<file path="src/rtl/trg_pkg.sv">
package trg_pkg;

    typedef enum logic {
        TRG_SRC_THRESH = 1'b0,
        TRG_SRC_EXT    = 1'b1
    } trg_src_e;

    typedef enum logic {
        TRG_EDGE_RISE = 1'b0,
        TRG_EDGE_FALL = 1'b1
    } trg_edge_e;

    typedef struct packed {
        logic over_raw;
        logic over_filt;
        logic fire;
    } trg_diag_t;

    function automatic logic edge_hit(input logic now, input logic prev, input trg_edge_e pol);
        return (pol == TRG_EDGE_FALL) ? (!now && prev) : (now && !prev);
    endfunction

    function automatic logic [15:0] flag_word(input logic flag);
        return {15'd0, flag};
    endfunction

endpackage

</file>
<file path="src/rtl/trg_sync.sv">
module trg_sync #(
    parameter int STAGES = 2
) (
    input  logic clk,
    input  logic rst,
    input  logic async_i,
    output logic sync_o
);
    logic [STAGES-1:0] chain_q;

    generate
        for (genvar s = 0; s < STAGES; s++) begin : g_stage
            if (s == 0) begin : g_first
                always_ff @(posedge clk) begin
                    if (rst) chain_q[0] <= 1'b0;
                    else     chain_q[0] <= async_i;
                end
            end else begin : g_next
                always_ff @(posedge clk) begin
                    if (rst) chain_q[s] <= 1'b0;
                    else     chain_q[s] <= chain_q[s-1];
                end
            end
        end
    endgenerate

    assign sync_o = chain_q[STAGES-1];
endmodule

</file>
<file path="src/rtl/trg_glitch.sv">
module trg_glitch #(
    parameter int LEN_W = 8
) (
    input  logic             clk,
    input  logic             rst,
    input  logic [LEN_W-1:0] len_i,
    input  logic             raw_i,
    output logic             filt_o
);
    logic [LEN_W-1:0] run_q;
    logic             held_q;
    logic [LEN_W:0]   run_nxt;

    assign run_nxt = {1'b0, run_q} + 1'b1;

    always_ff @(posedge clk) begin
        if (rst) begin
            run_q  <= '0;
            held_q <= 1'b0;
        end else if (len_i == '0) begin
            run_q  <= '0;
            held_q <= raw_i;
        end else if (raw_i == held_q) begin
            run_q  <= '0;
        end else if (run_nxt >= {1'b0, len_i}) begin
            run_q  <= '0;
            held_q <= raw_i;
        end else begin
            run_q  <= run_nxt[LEN_W-1:0];
        end
    end

    assign filt_o = (len_i == '0) ? raw_i : held_q;

    // a fresh disagreement cannot flip the held level when length exceeds one
    p_persist_r5: assert property (@(posedge clk) disable iff (rst)
        (len_i > 1 && raw_i != held_q && run_q == '0) |=> (held_q == $past(held_q)));
endmodule

</file>
<file path="src/rtl/trg_edge.sv">
module trg_edge
    import trg_pkg::*;
(
    input  logic      clk,
    input  logic      rst,
    input  logic      lvl_i,
    input  trg_edge_e pol_i,
    output logic      hit_o
);
    logic prev_q;

    always_ff @(posedge clk) begin
        if (rst) prev_q <= 1'b0;
        else     prev_q <= lvl_i;
    end

    assign hit_o = edge_hit(lvl_i, prev_q, pol_i);

    // with polarity unchanged a hit is never followed by another hit
    p_one_hit_r11: assert property (@(posedge clk) disable iff (rst)
        hit_o |=> (!hit_o || pol_i != $past(pol_i)));
endmodule

</file>
<file path="src/rtl/trig_unit.sv">
module trig_unit
    import trg_pkg::*;
#(
    parameter int DATA_W   = 16,
    parameter int NUM_CH   = 4,
    parameter int LEN_W    = 8,
    parameter int SYNC_LEN = 2,
    localparam int SEL_W   = $clog2(NUM_CH),
    localparam int BUS_W   = DATA_W * NUM_CH
) (
    input  logic             clk,
    input  logic             rst,
    input  logic [BUS_W-1:0] ch_data_i,
    input  logic             ext_trig_i,
    input  logic             src_ext_i,
    input  logic             edge_fall_i,
    input  logic [SEL_W-1:0] src_chan_i,
    input  logic [DATA_W-1:0] thresh_i,
    input  logic [LEN_W-1:0] filt_len_i,
    input  logic             diag_en_i,
    input  logic             sw_trig_i,
    output logic             trig_o,
    output logic [BUS_W-1:0] ch_data_o
);
    trg_src_e  src;
    trg_edge_e pol;
    assign src = trg_src_e'(src_ext_i);
    assign pol = trg_edge_e'(edge_fall_i);

    logic signed [DATA_W-1:0] pick;
    logic      over_q;
    logic      ext_s;
    logic      lvl;
    logic      hw_hit;
    logic      fire_nxt;
    trg_diag_t diag;

    assign pick = $signed(ch_data_i[src_chan_i*DATA_W +: DATA_W]);

    always_ff @(posedge clk) begin
        if (rst) over_q <= 1'b0;
        else     over_q <= pick > $signed(thresh_i);
    end

    trg_sync #(.STAGES(SYNC_LEN)) u_sync (
        .clk(clk), .rst(rst), .async_i(ext_trig_i), .sync_o(ext_s)
    );

    trg_glitch #(.LEN_W(LEN_W)) u_glitch (
        .clk(clk), .rst(rst), .len_i(filt_len_i), .raw_i(over_q), .filt_o(diag.over_filt)
    );

    assign diag.over_raw = over_q;
    assign lvl = (src == TRG_SRC_EXT) ? ext_s : diag.over_filt;

    trg_edge u_edge (
        .clk(clk), .rst(rst), .lvl_i(lvl), .pol_i(pol), .hit_o(hw_hit)
    );

    assign fire_nxt  = hw_hit | sw_trig_i;
    assign diag.fire = fire_nxt;

    always_ff @(posedge clk) begin
        if (rst) trig_o <= 1'b0;
        else     trig_o <= fire_nxt;
    end

    generate
        for (genvar c = 0; c < NUM_CH; c++) begin : g_ch
            logic [DATA_W-1:0] word;
            always_comb begin
                word = ch_data_i[c*DATA_W +: DATA_W];
                if (diag_en_i) begin
                    if (c == 1) word = DATA_W'(flag_word(diag.over_raw));
                    if (c == 2) word = DATA_W'(flag_word(diag.over_filt));
                    if (c == 3) word = DATA_W'(flag_word(diag.fire));
                end
            end
            always_ff @(posedge clk) begin
                if (rst) ch_data_o[c*DATA_W +: DATA_W] <= '0;
                else     ch_data_o[c*DATA_W +: DATA_W] <= word;
            end
        end
    endgenerate

    // a software strobe always shows on the trigger next cycle
    p_sw_fire_r8: assert property (@(posedge clk) disable iff (rst)
        sw_trig_i |=> trig_o);

    // in diagnostic mode the fourth channel mirrors the trigger output
    p_diag_ch4_r9: assert property (@(posedge clk) disable iff (rst)
        $past(diag_en_i) |-> (ch_data_o[3*DATA_W +: DATA_W] == DATA_W'(trig_o)));

    // reset clears the outputs on the following edge
    p_reset_clear_r10: assert property (@(posedge clk)
        rst |=> (!trig_o && ch_data_o == '0));
endmodule

</file>
<file path="config.mk">
export PLATFORM = sky130hd
export DESIGN_NAME = trig_unit
export DESIGN_NICKNAME = d
export VERILOG_FILES = /design/src/rtl/trg_pkg.sv /design/src/rtl/trg_sync.sv /design/src/rtl/trg_glitch.sv /design/src/rtl/trg_edge.sv /design/src/rtl/trig_unit.sv
export SDC_FILE = /design/constraint.sdc
export NUM_CORES = 1
export LEC_CHECK = 0
export BUFFER_PORTS_ARGS = -buffer_cell sky130_fd_sc_hd__buf_2
export CAP_MARGIN = 20
export CORE_MARGIN = 4
export CORE_UTILIZATION = 43
export CTS_BUF_LIST = sky130_fd_sc_hd__clkbuf_8
export DETAILED_ROUTE_END_ITERATION = 6
export MAX_ROUTING_LAYER = met4
export PLACE_DENSITY = 0.78
export SYNTH_ARGS = -nofsm -noshare
export SYNTH_HDL_FRONTEND = slang
export SYNTH_HIERARCHICAL = 1
export SYNTH_SLANG_ARGS = --single-unit
</file>
<file path="constraint.sdc">
create_clock -name clk -period 2.6 [get_ports clk]
set_input_delay 0.52 -clock clk [delete_from_list [all_inputs] [get_ports clk]]
set_output_delay 0.52 -clock clk [all_outputs]
set_load 0.03 [all_outputs]
</file>
* Word level (Yosys, flattened, before mapping)
Index checks and enable logic that the tools add are counted.
Word-level totals: register bits after elaboration 78, input bits 97, output and inout bits 65, word-level logic and storage cells 39
Operators by class: add/sub/neg operators 1, magnitude comparators 2, equal/unequal tests 2, shift operators 1, muxes and demuxes 9, bitwise gates (word level) 1, reductions and logical operators 9
Operator list (count):
- 64-bit by 7-bit indexed part select with 16-bit output | 1
- 16-bit > comparator | 1
- 8-bit by 1-bit adder with 9-bit output, second input constant | 1
- 9-bit by 8-bit >= comparator with 1-bit output | 1
- 1-bit 2-to-1 mux | 9
- 8-bit logical NOT | 1
- 4-bit OR reduction | 1
- 1-bit logical AND | 2
- 1-bit logical NOT | 2
- 2-bit != test, second input constant | 1
- 2-bit AND reduction | 1
- 2-bit nonzero test | 1
- 2-bit OR reduction | 1
- 1-bit == test | 1
- 1-bit OR | 1

* Logic depth before layout (Yosys ltp)
Gate-level depths: netlist of run 1.
depth after elaboration 8, depth in mapped cells 10, depth with buffers taken out 10

* Modules after synthesis
The synthesis of run 1 kept the hierarchy.
Modules (own cells, without submodules):
- trig_unit | times used 1, cells an instance 221, area each 2601.2 µm², seq. area each 1321.3 µm²
- trg_glitch | times used 1, cells an instance 68, area each 639.4 µm², seq. area each 180.2 µm²
- trg_sync | times used 1, cells an instance 4, area each 52.6 µm², seq. area each 40.0 µm²
- trg_edge | times used 1, cells an instance 5, area each 48.8 µm², seq. area each 20.0 µm²

* Least setup slack after synthesis of run 1
OpenSTA, ideal clock, no wires.
path type input-to-reg, start point input src_chan_i[0], end point register over_q, library setup time 0.115 ns, arrival time 2.642 ns, required time 2.485 ns, slack -0.157 ns, stages 9, path buffers 2, path through buf_2 -> buf_4 -> mux4_2 -> ha_1 -> nand4_2 -> nor4_2 -> a21boi_2 -> nor2_1 -> o21a_1
Between the ends: word-level cells in the longest chain between the ends 2
Ends and longest elaborated chain:
- start: declaration | RTL line trig_unit.sv:17 | input logic [SEL_W-1:0] src_chan_i,
- 64-bit by 7-bit indexed part select with 16-bit output | RTL line trig_unit.sv:38 | assign pick = $signed(ch_data_i[src_chan_i*DATA_W +: DATA_W]);
- 16-bit > comparator | RTL line trig_unit.sv:42 | else over_q <= pick > $signed(thresh_i);
- end signal: assignment | RTL line trig_unit.sv:42
- end: declaration | RTL line trig_unit.sv:31 | logic over_q;
No other way between the ends. A chain may end at the register's enable or synchronous reset.

* Final worst setup path of run 1
start point register u_glitch.run_q[0], end point register u_glitch.held_q
Between the ends: word-level cells in the longest chain between the ends 4
Ends and longest elaborated chain:
- start: declaration | RTL line trg_glitch.sv:10 | logic [LEN_W-1:0] run_q;
- start signal: assignment | RTL line trg_glitch.sv:29 | run_q <= run_nxt[LEN_W-1:0];
- 8-bit by 1-bit adder with 9-bit output | RTL line trg_glitch.sv:14 | assign run_nxt = {1'b0, run_q} + 1'b1;
- via u_glitch.run_nxt[7] | RTL line trg_glitch.sv:12 | logic [LEN_W:0] run_nxt;
- 9-bit by 8-bit >= comparator with 1-bit output | RTL line trg_glitch.sv:25 | end else if (run_nxt >= {1'b0, len_i}) begin
- 2-bit nonzero test (no source line)
- 2-bit AND reduction (no source line)
- end signal: assignment | RTL line trg_glitch.sv:22 | held_q <= raw_i;
- end signal: assignment | RTL line trg_glitch.sv:27 | held_q <= raw_i;
- end: declaration | RTL line trg_glitch.sv:11 | logic held_q;
The timed path passes the listed nets, and every way through them passes these cells.

==> results of run 1 <==
[sequential cells by signal, indices dropped and copies added, names as in the netlist]
register         flops
trig_o               1
u_edge/prev_q        1
u_glitch/held_q      1
u_sync/chain_q       1
over_q               1
u_sync/sync_o        1
ch_data_o           64
u_glitch/run_q       8
[worst min-delay path by stage]
stage,from,to,slack [ns],cells after the start
after detailed placement,u_sync/chain_q[0],u_sync/sync_o,0.44,1
after global placement,u_sync/chain_q[0],u_sync/sync_o,0.42,1
after CTS,ch_data_i[42],ch_data_o[42],0.37,2
final,ch_data_i[21],ch_data_o[21],0.39,2
after floorplan,u_sync/chain_q[0],u_sync/sync_o,0.41,1
after global routing,ch_data_i[57],ch_data_o[57],0.37,2
[final cells by class]
type	instances	share of cell area
clock buffers	9	0.0268
clock inverters	7	0.0246
inverters	23	0.0186
multi-input cells	187	0.372
flip-flops and latches	78	0.338
well taps	99	0.0268
repair buffers	171	0.193
[synth_stat cells, types with 2 or more instances]
cell      count  area (um^2)
ha_1         25          313
nor2b_1      27          169
dfxtp_1      78         1560
and2_1       45          282
nand2_1       9         33.8
mux4_2       16          360
inv_1        23         86.3
clkbuf_1      7         26.3
nand2b_1      3         18.8
mux2_2        2         22.5
a21oi_1       8         40.0
mux2i_1       3         30.0
o21ai_0       2         10.0
nand4_1       2         12.5
buf_2         2         10.0
xor2_1        2         17.5
nor2_1       10         37.5
nand3_1       3         15.0
a21o_1        2         15.0
xnor2_1       5         43.8
[worst max-delay path, stage by stage, from the launching register on]
cell and delay, ns:
dfxtp_2 0.35, buf_4 0.12, nand3_2 0.09, nor2_2 0.16
nand3_2 0.11, xnor2_2 0.20, ha_1 0.27, and3_2 0.24
a2111oi_4 0.44, o211a_1 0.24, mux2i_1 0.18
[per-stage QoR]
stage          cells  cell area (um^2)
2_1_floorplan    298              3370
3_3_place_gp     557              4320
3_5_place_dp     557              4320
4_1_cts          573              4570
5_1_grt          574              4630
6_report         574              4630
[power by group through the flow]
stage	registers [mW]	logic (mW)	clock network [mW]
detailed placement	1.29	0.479	0
global route	1.27	0.523	1.14
finish	1.26	0.477	1.05
floorplan	1.38	0.194	0
global placement	1.29	0.465	0
CTS	1.26	0.483	1.08
[cell families (layout without fill, tap and decap cells)]
kind of cell	after synthesis	count (layout)
AND/OR/NAND/NOR	111	111
flip-flops	78	78
buffers and inverters	33	210
adder cells (fa/ha/maj)	25	25
AO/OA/AOI/OAI	23	23
multiplexers	21	21
XOR/XNOR	7	7
[placed cells by master, fill, tap and decap left out, drive strengths merged, types with 2 or more instances in the layout]
cell / count
nand4: 3
a21oi: 8
xnor2: 5
clkbuf: 9
mux4: 16
nor2: 11
clkinvlp: 2
and2: 45
xor2: 2
nor2b: 28
or4: 2
nand2b: 3
nand3: 3
o21ai: 2
buf: 171
nand2: 9
ha: 25
mux2: 2
and3: 2
mux2i: 3
inv: 24
bufinv: 3
dfxtp: 78
a21o: 2
[what timing repair did]
item,in CTS,in global routing
setup buffers,0,1
pin swaps,2,6
hold buffers,0,0
gates resized for setup,1,11
setup endpoints to repair,8,9
[routing by layer]
metal | vias up | share of wire
met1 | 1323 | 0.39
met3 | 15 | 0.070
li1 | 1357 | -
met2 | 108 | 0.51
met4 | 0 | 0.020
met5 | - | 0
==> results.sh, run 1 <==
export IMPL_finalCoreUtilization=0.625
export IMPL_synthFlopType="dfxtp_1"
export IMPL_finalSetupViolations=0
export IMPL_cp_startpoint="u_glitch/run_q[0]"
export IMPL_final_layout_size_suffix_gt1_frac=0.476
export IMPL_rr_startpoint="u_glitch/run_q[0]"
export IMPL_root_buffer="clkbuf_8"
export IMPL_first_pass_iters=4
export IMPL_crit_end="u_glitch/held_q"
export IMPL_crit_type="reg -> reg"
export IMPL_synth_net_count=420
export IMPL_synth_compound_area_frac=0.0569
export IMPL_netlist_cell_type_count=44
export IMPL_postSynthAreaPerCell_um2=11.2
export IMPL_layout_setup_ws_ns=0.103
export IMPL_num_rows=31
export IMPL_power_internal_mw=2.09
export IMPL_pwr_share_clk=0.377
export IMPL_cts_tree="done"
export IMPL_tns_ns=0
export IMPL_regArea_um2=1560
export IMPL_use_met3=0.0453
export IMPL_cts_sinks=78
export IMPL_cap_violations=0
export IMPL_slew_viol_final=0
export IMPL_rr_endpoint="u_glitch/held_q"
export IMPL_synthAdderAreaFrac=0.0936
export IMPL_power_switching_mw=0.701
export IMPL_chipWidth_um=96.2
export IMPL_grt_pass1_wl_um=13800
export IMPL_r2r_slack_ns=0.10
export IMPL_fillers=648
export IMPL_comb_power_share=0.171
export IMPL_grt_pass1_vias=3026
export IMPL_die_area_um2=9250
export IMPL_pre_cts_ws_ns=-0.107
export IMPL_clk_path_buf_depth=2
export IMPL_yosysSeqAreaShare=0.467
export IMPL_status="finished, final reports clean"
export IMPL_p_per_area_nw_per_um2=603
export IMPL_busiest_layer="met2"
export IMPL_io_pins=162
export IMPL_cts_buffers=9
export IMPL_yosys_register_bits=78
export IMPL_synthMuxAreaShare=0.124
export IMPL_syn_cell_area_um2=3340
export IMPL_drc=0
export IMPL_ys_async_sr_fraction=0
export IMPL_grt_overflow=0
export IMPL_wirelength_um=8930
export IMPL_antenna_found_initial=0
export IMPL_synth_top_family_by_area="simple AND/OR/NAND/NOR gates"
export IMPL_clkTransAtPathRegs_ns=0.08
export IMPL_vias_per_cell=4.88
export IMPL_yosys_area_share_simple=0.201
export IMPL_max_freq_mhz=400
export IMPL_use_met1=0.231
export IMPL_p_seq_frac=0.452
export IMPL_vdd_ir_drop_max_uv=382
export IMPL_drtAntennaViolNets=0
export IMPL_yosysWarnings=6
export IMPL_global_route_usage_total=0.204
export IMPL_worst_hold_slack_ns=0.392
export IMPL_leakagePower_nw=2.34
export IMPL_power_mw=2.79
export IMPL_clk_latency_ns=0.33
export IMPL_wl_per_cell_um=15.6
export IMPL_tightest_slew_ns=0.370
export IMPL_cp_start_kind="flop"
export IMPL_synth_edf_count=0
export IMPL_fin_nets=592
export IMPL_swShare=0.251
export IMPL_cp_arrival_ns=2.76
export IMPL_min_path_type="in -> reg"
export IMPL_vias=2803
export IMPL_syn_to_final_growth_pct=38.5
export IMPL_hold_viol=0
export IMPL_syn_instance_count=298
export IMPL_finalClockSkew_ns=0.00632
export IMPL_h_tree_depth=3
export IMPL_die_h_um=96.2
export IMPL_period_needed_ns=2.50
export IMPL_multi_input_area_um2=1720
export IMPL_fin_crit_sh=0.961
export IMPL_synth_xor_area_frac=0.0183
export IMPL_grt_max_degree=47
export IMPL_drt_initial_drc_count=79
export IMPL_required_ns=2.86
export IMPL_grtUsageMet2=0.353
export IMPL_worstSetupEndpointType="flop"
export IMPL_relSlewSlack=0.753
export IMPL_core_area_um2=7410
export IMPL_reg2reg_depth=10
export IMPL_cp_max_fo=3
export IMPL_antenna_cells=0
export IMPL_routabilityCongestion=0.828
export IMPL_initial_core_util=0.451
export IMPL_dp_final_hpwl_um=7410
export IMPL_io_buffers=161
Power figures use the tool's default switching activity.
==> inputs of run 2 (changes only) <==
Settings changed: CORE_UTILIZATION 43 to 50, PLACE_DENSITY 0.78 to 0.86.
Clock period 2.6 ns to 3.1 ns, I/O delays scaled along.
==> results.sh, run 2 (synthesis gave the netlist of run 1 again) <==
export IMPL_status="finished, final reports clean"
export IMPL_power_mw=2.31
export IMPL_io_buffers=161
export IMPL_min_path_type="reg -> reg"
export IMPL_routabilityCongestion=0.851
export IMPL_power_switching_mw=0.610
export IMPL_path_buf_inv=0
export IMPL_slowest_delay_ns=0.38
export IMPL_mostFrequentLayoutCell="buf_2"
export IMPL_power_internal_mw=1.69
export IMPL_hold_viol=0
export IMPL_rr_startpoint="u_glitch/run_q[0]"
export IMPL_finalClockSkew_ns=0.00785
export IMPL_cp_startpoint="u_glitch/run_q[0]"
export IMPL_tns_ns=0
export IMPL_worstPathCellList="ha_1 > nand3_1 > or2_2 > xnor2_1 > ha_1 > a21oi_1 > nor2b_2 > a2111oi_4 > o2111ai_2 > nor2b_1"
export IMPL_global_route_usage_total=0.227
export IMPL_worstSetupEndpointType="flop"
export IMPL_clk_path_buf_depth=2
export IMPL_grt_max_degree=28
export IMPL_p_seq_frac=0.459
export IMPL_slew_viol_final=0
export IMPL_grt_pass1_vias=2974
export IMPL_drc=0
export IMPL_antenna_found_initial=0
export IMPL_final_cell_mix="buf_2, dfxtp_1, and2_1"
export IMPL_cap_violations=0
export IMPL_cp_arrival_ns=2.97
export IMPL_p_per_area_nw_per_um2=517
export IMPL_cts_resized=0
export IMPL_wl_per_cell_um=16.1
export IMPL_h_tree_depth=3
export IMPL_worst_path_max_delay_cell="dfxtp_1"
export IMPL_leakagePower_nw=2.29
export IMPL_clk_latency_ns=0.34
export IMPL_fin_crit_sh=0.869
export IMPL_vdd_ir_drop_max_uv=381
export IMPL_cts_buffers=9
export IMPL_cts_hold_buf=0
export IMPL_grt_overflow=0
export IMPL_grt_pass1_wl_um=14100
export IMPL_largest_register_ffs=64
export IMPL_use_met3=0.0843
export IMPL_required_ns=3.37
export IMPL_drtAntennaViolNets=0
export IMPL_core_area_um2=6420
export IMPL_grt_setup_unrepaired="no"
export IMPL_wirelength_um=8760
export IMPL_num_rows=29
export IMPL_die_h_um=89.8
export IMPL_reg_largest_list="ch_data_o x64, u_glitch/run_q x8"
export IMPL_io_pins=162
export IMPL_chipWidth_um=89.8
export IMPL_cts_sinks=78
export IMPL_cts_setup_buffers=0
export IMPL_regMostFlops="ch_data_o"
export IMPL_grtUsageMet2=0.407
export IMPL_vias=2719
export IMPL_max_freq_mhz=371
export IMPL_fillers=497
export IMPL_period_needed_ns=2.70
export IMPL_comb_power_share=0.168
export IMPL_path_common_cell="ha_1"
export IMPL_tightest_slew_ns=0.610
export IMPL_relSlewSlack=0.593
export IMPL_use_met1=0.226
export IMPL_busiest_layer="met2"
export IMPL_pwr_share_clk=0.373
export IMPL_first_pass_iters=4
export IMPL_dp_final_hpwl_um=7060
export IMPL_swShare=0.265
export IMPL_fin_nets=584
export IMPL_cp_max_fo=7
export IMPL_antenna_cells=0
export IMPL_final_layout_size_suffix_gt1_frac=0.448
export IMPL_syn_to_final_growth_pct=33.4
export IMPL_crit_type="reg -> reg"
export IMPL_initial_core_util=0.520
export IMPL_finalSetupViolations=0
export IMPL_critPathTopFamily="compound AO/OA/AOI/OAI gates"
export IMPL_cp_start_kind="flop"
export IMPL_worstHoldStart="u_sync/chain_q[0]"
export IMPL_clkTransAtPathRegs_ns=0.07
export IMPL_drt_initial_drc_count=52
export IMPL_root_buffer="clkbuf_8"
export IMPL_cts_tree="done"
export IMPL_die_area_um2=8060
export IMPL_vias_per_cell=5.00
==> run 2: cell count changes in the layout (fill, tap and decap cells not counted), sizes merged <==
cell | before | now
buf | 171 | 163
clkinvlp | 2 | 0
bufinv | 3 | 2
clkbuf | 9 | 10
clkinv | 1 | 2
inv | 24 | 25
==> run 2: power by group through the flow <==
stage,Clock [mW],Combinational (mW),Sequential [mW]
2_1_floorplan,0,0.159,1.16
3_3_place_gp,0,0.376,1.08
3_5_place_dp,0,0.387,1.08
4_1_cts,0.867,0.390,1.06
5_1_grt,0.918,0.424,1.06
6_report,0.860,0.386,1.06
==> run 2: cell type report <==
cell class / count / area [um^2] / share of cell area
repair buffers: 163 / 833 / 0.187
inverters: 23 / 86.3 / 0.0194
clock buffers: 10 / 138 / 0.0309
multi-input cells: 187 / 1650 / 0.371
flip-flops and latches: 78 / 1560 / 0.350
clock inverters: 6 / 91.3 / 0.0205
well taps: 77 / 96.3 / 0.0216
==> run 2: final timing paths <==
| path | end | slack (ns) | depth (start not counted) |
|---|---|---|---|
| min reg2reg | u_sync/sync_o | 0.46 | 1 |
| max | u_glitch/run_q[6] | 0.40 | 10 |
| min | u_sync/sync_o | 0.46 | 1 |
| max reg2reg | u_glitch/run_q[6] | 0.40 | 10 |
==> run 2: metal layers <==
layer  wire (um)  up-vias
li1            -     1337
met5           0        -
met4         170        0
met2        4590      120
met3         780       16
met1        3220     1246
==> run 2: metrics by stage <==
stage | instances | setup WS (ns) | utilization | instance area (um^2) | hold WS, ns
detailed placement | 528 | 0.218 | 0.659 | 4230 | 0.438
finish | 544 | 0.405 | 0.694 | 4460 | 0.462
floorplan | 298 | 0.243 | - | 3340 | 0.414
global placement | 528 | 0.339 | 0.659 | 4230 | 0.437
CTS | 544 | 0.405 | 0.694 | 4460 | 0.464
global route | 544 | 0.184 | 0.694 | 4460 | 0.477
==> inputs of run 3 (changes only) <==
Settings changed: ABC_AREA set to 1, BUFFER_PORTS_ARGS -buffer_cell sky130_fd_sc_hd__buf_2 to -buffer_cell sky130_fd_sc_hd__clkbuf_2, PLACE_DENSITY 0.86 to 0.83.
==> results.sh, run 3 <==
export IMPL_p_per_area_nw_per_um2=450
export IMPL_yosys_area_top_type="dfxtp_1"
export IMPL_first_pass_iters=4
export IMPL_tightest_slew_ns=0.929
export IMPL_worst_path_max_delay_cell="inv_1"
export IMPL_cts_hold_buf=0
export IMPL_finalClockSkew_ns=0.00780
export IMPL_chipWidth_um=94.8
export IMPL_path_common_cell="nand2_1"
export IMPL_period_needed_ns=2.24
export IMPL_cp_start_kind="input pin"
export IMPL_grt_max_degree=47
export IMPL_fin_crit_sh=0.722
export IMPL_grt_pass1_vias=3234
export IMPL_cp_max_fo=21
export IMPL_fin_nets=771
export IMPL_tns_ns=0
export IMPL_routabilityCongestion=0.888
export IMPL_largest_register_ffs=64
export IMPL_drc=0
export IMPL_synthTopCellsByCount="inv_1, dfxtp_1, nand2_1"
export IMPL_global_route_usage_total=0.219
export IMPL_synth_net_count=612
export IMPL_clk_latency_ns=0.34
export IMPL_reg_largest_list="ch_data_o x64, u_glitch/run_q x8"
export IMPL_synth_edf_count=0
export IMPL_slowest_delay_ns=0.41
export IMPL_finalSetupViolations=0
export IMPL_synth_top_area_frac=0.414
export IMPL_path_buf_inv=2
export IMPL_slew_viol_final=0
export IMPL_cts_resized=0
export IMPL_netlist_cell_type_count=28
export IMPL_instances_no_fill=753
export IMPL_layout_setup_ws_ns=0.863
export IMPL_final_layout_size_suffix_gt1_frac=0.344
export IMPL_cts_setup_buffers=0
export IMPL_grt_overflow=0
export IMPL_crit_type="in -> reg"
export IMPL_regMostFlops="ch_data_o"
export IMPL_cap_violations=0
export IMPL_yosysSeqAreaShare=0.414
export IMPL_cp_arrival_ns=2.47
export IMPL_cts_sinks=78
export IMPL_die_h_um=94.8
export IMPL_relSlewSlack=0.381
export IMPL_max_freq_mhz=447
export IMPL_placed_cells=737
export IMPL_ys_async_sr_fraction=0
export IMPL_worstSetupEndpointType="flop"
export IMPL_worstHoldStart="u_sync/chain_q[0]"
export IMPL_clkTransAtPathRegs_ns=0.08
export IMPL_worstPathCellList="clkbuf_2 > inv_1 > o21ai_0 > a21oi_1 > a21oi_1 > ha_1 > a21oi_1 > nor2_1 > nor2_1 > nand2_1 > nand2_1 > nand2_1 > nand2_1 > nor2_1"
export IMPL_root_buffer="clkbuf_8"
export IMPL_grt_setup_unrepaired="no"
export IMPL_dp_final_hpwl_um=7820
export IMPL_initial_core_util=0.517
export IMPL_synthFlopType="dfxtp_1"
export IMPL_io_pins=162
export IMPL_hold_viol=0
export IMPL_syn_instance_count=490
export IMPL_wl_per_cell_um=12.6
export IMPL_mostFrequentLayoutCell="clkbuf_2"
export IMPL_min_path_type="reg -> reg"
export IMPL_power_mw=2.14
export IMPL_drt_initial_drc_count=150
export IMPL_worst_hold_slack_ns=0.413
export IMPL_clk_path_buf_depth=2
export IMPL_status="finished, final reports clean"
export IMPL_yosys_register_bits=78
export IMPL_vias=3421
export IMPL_yosysWarnings=6
export IMPL_cp_startpoint="src_chan_i[1]"
export IMPL_antenna_cells=0
export IMPL_cts_buffers=9
export IMPL_pre_cts_ws_ns=0.489
export IMPL_synth_area_leaders="dfxtp_1, inv_1, ha_1"
export IMPL_drtAntennaViolNets=0
export IMPL_vias_per_cell=4.54
export IMPL_wirelength_um=9490
export IMPL_io_buffers=161
export IMPL_rr_startpoint="u_glitch/run_q[0]"
export IMPL_critPathTopFamily="compound AO/OA/AOI/OAI gates"
export IMPL_antenna_found_initial=0
export IMPL_syn_to_final_growth_pct=26.1
export IMPL_h_tree_depth=3
export IMPL_num_rows=31
export IMPL_final_cell_mix="clkbuf_2, inv_1, dfxtp_1"
export IMPL_postSynthAreaPerCell_um2=7.69
export IMPL_leakagePower_nw=2.71
export IMPL_cts_tree="done"
export IMPL_grt_pass1_wl_um=14900
export IMPL_yosysMostFrequentCell="inv_1"
export IMPL_required_ns=3.34
export IMPL_vdd_ir_drop_max_uv=254
export IMPL_syn_cell_area_um2=3770
export IMPL_die_area_um2=8990
export IMPL_core_area_um2=7290
## run 3: cell types whose count changed after synthesis, moves of 5 or more
cell | before | now
o21ai_1 | 0 | 6
nand3_1 | 3 | 8
nor2_2 | 0 | 28
nor2b_1 | 27 | 0
o21ai_0 | 2 | 15
xnor2_1 | 5 | 0
mux4_2 | 16 | 0
inv_1 | 23 | 119
nor2_1 | 10 | 53
and2_1 | 45 | 1
nand2_1 | 9 | 57
nor2_4 | 1 | 13
a21oi_1 | 8 | 53
## run 3: final timing paths
check / to / slack [ns] / cells past startpoint
max: over_q / 0.86 / 14
min: u_sync/sync_o / 0.41 / 2
max reg2reg: u_glitch/run_q[5] / 0.97 / 13
min reg2reg: u_sync/sync_o / 0.41 / 2
## run 3: final cells by class
type	count	area, um^2
fill	686	2540
multi-input combinational	276	1620
sequential	78	1560
timing repair buffer	164	828
inverter	120	453
clock buffer	9	124
tap	99	124
clock inverter	7	42.5
## run 3: worst register-to-register path: cells and delay by family, from the launching register on
kind,cells,cell delay [ns]
xor+xnor,1,0.24
fa+ha+maj,2,0.52
buf+inv,1,0.05
flops,1,0.40
simple gates,9,0.87
## run 3: cell families (layout without fill, tap and decap cells)
| group | after synthesis | count (layout) | synth area share |
|---|---|---|---|
| XOR/XNOR | 4 | 4 | 0.00929 |
| adder cells (fa/ha/maj) | 25 | 25 | 0.0830 |
| flip-flops | 78 | 78 | 0.414 |
| buffers and inverters | 136 | 300 | 0.157 |
| AND/OR/NAND/NOR | 168 | 168 | 0.228 |
| AO/OA/AOI/OAI | 79 | 79 | 0.108 |
## run 3: layer usage
metal | global-route usage | wire length (um)
met4 | 0.0853 | 213
met3 | 0.0406 | 558
met1 | 0.274 | 4180
met2 | 0.349 | 4530
met5 | - | 0
## run 3: through the flow
stage / util / instance area (um^2)
2_1_floorplan: - / 3770
3_3_place_gp: 0.629 / 4590
3_5_place_dp: 0.629 / 4590
4_1_cts: 0.652 / 4750
5_1_grt: 0.652 / 4750
6_report: 0.652 / 4750
## run 3: power breakdown
| part | switching (mW) | total (mW) | internal (mW) |
|---|---|---|---|
| logic | 0.271 | 0.425 | 0.154 |
| clock network | 0.367 | 0.652 | 0.285 |
| registers | 0.0155 | 1.06 | 1.04 |
| total | 0.654 | 2.14 | 1.48 |
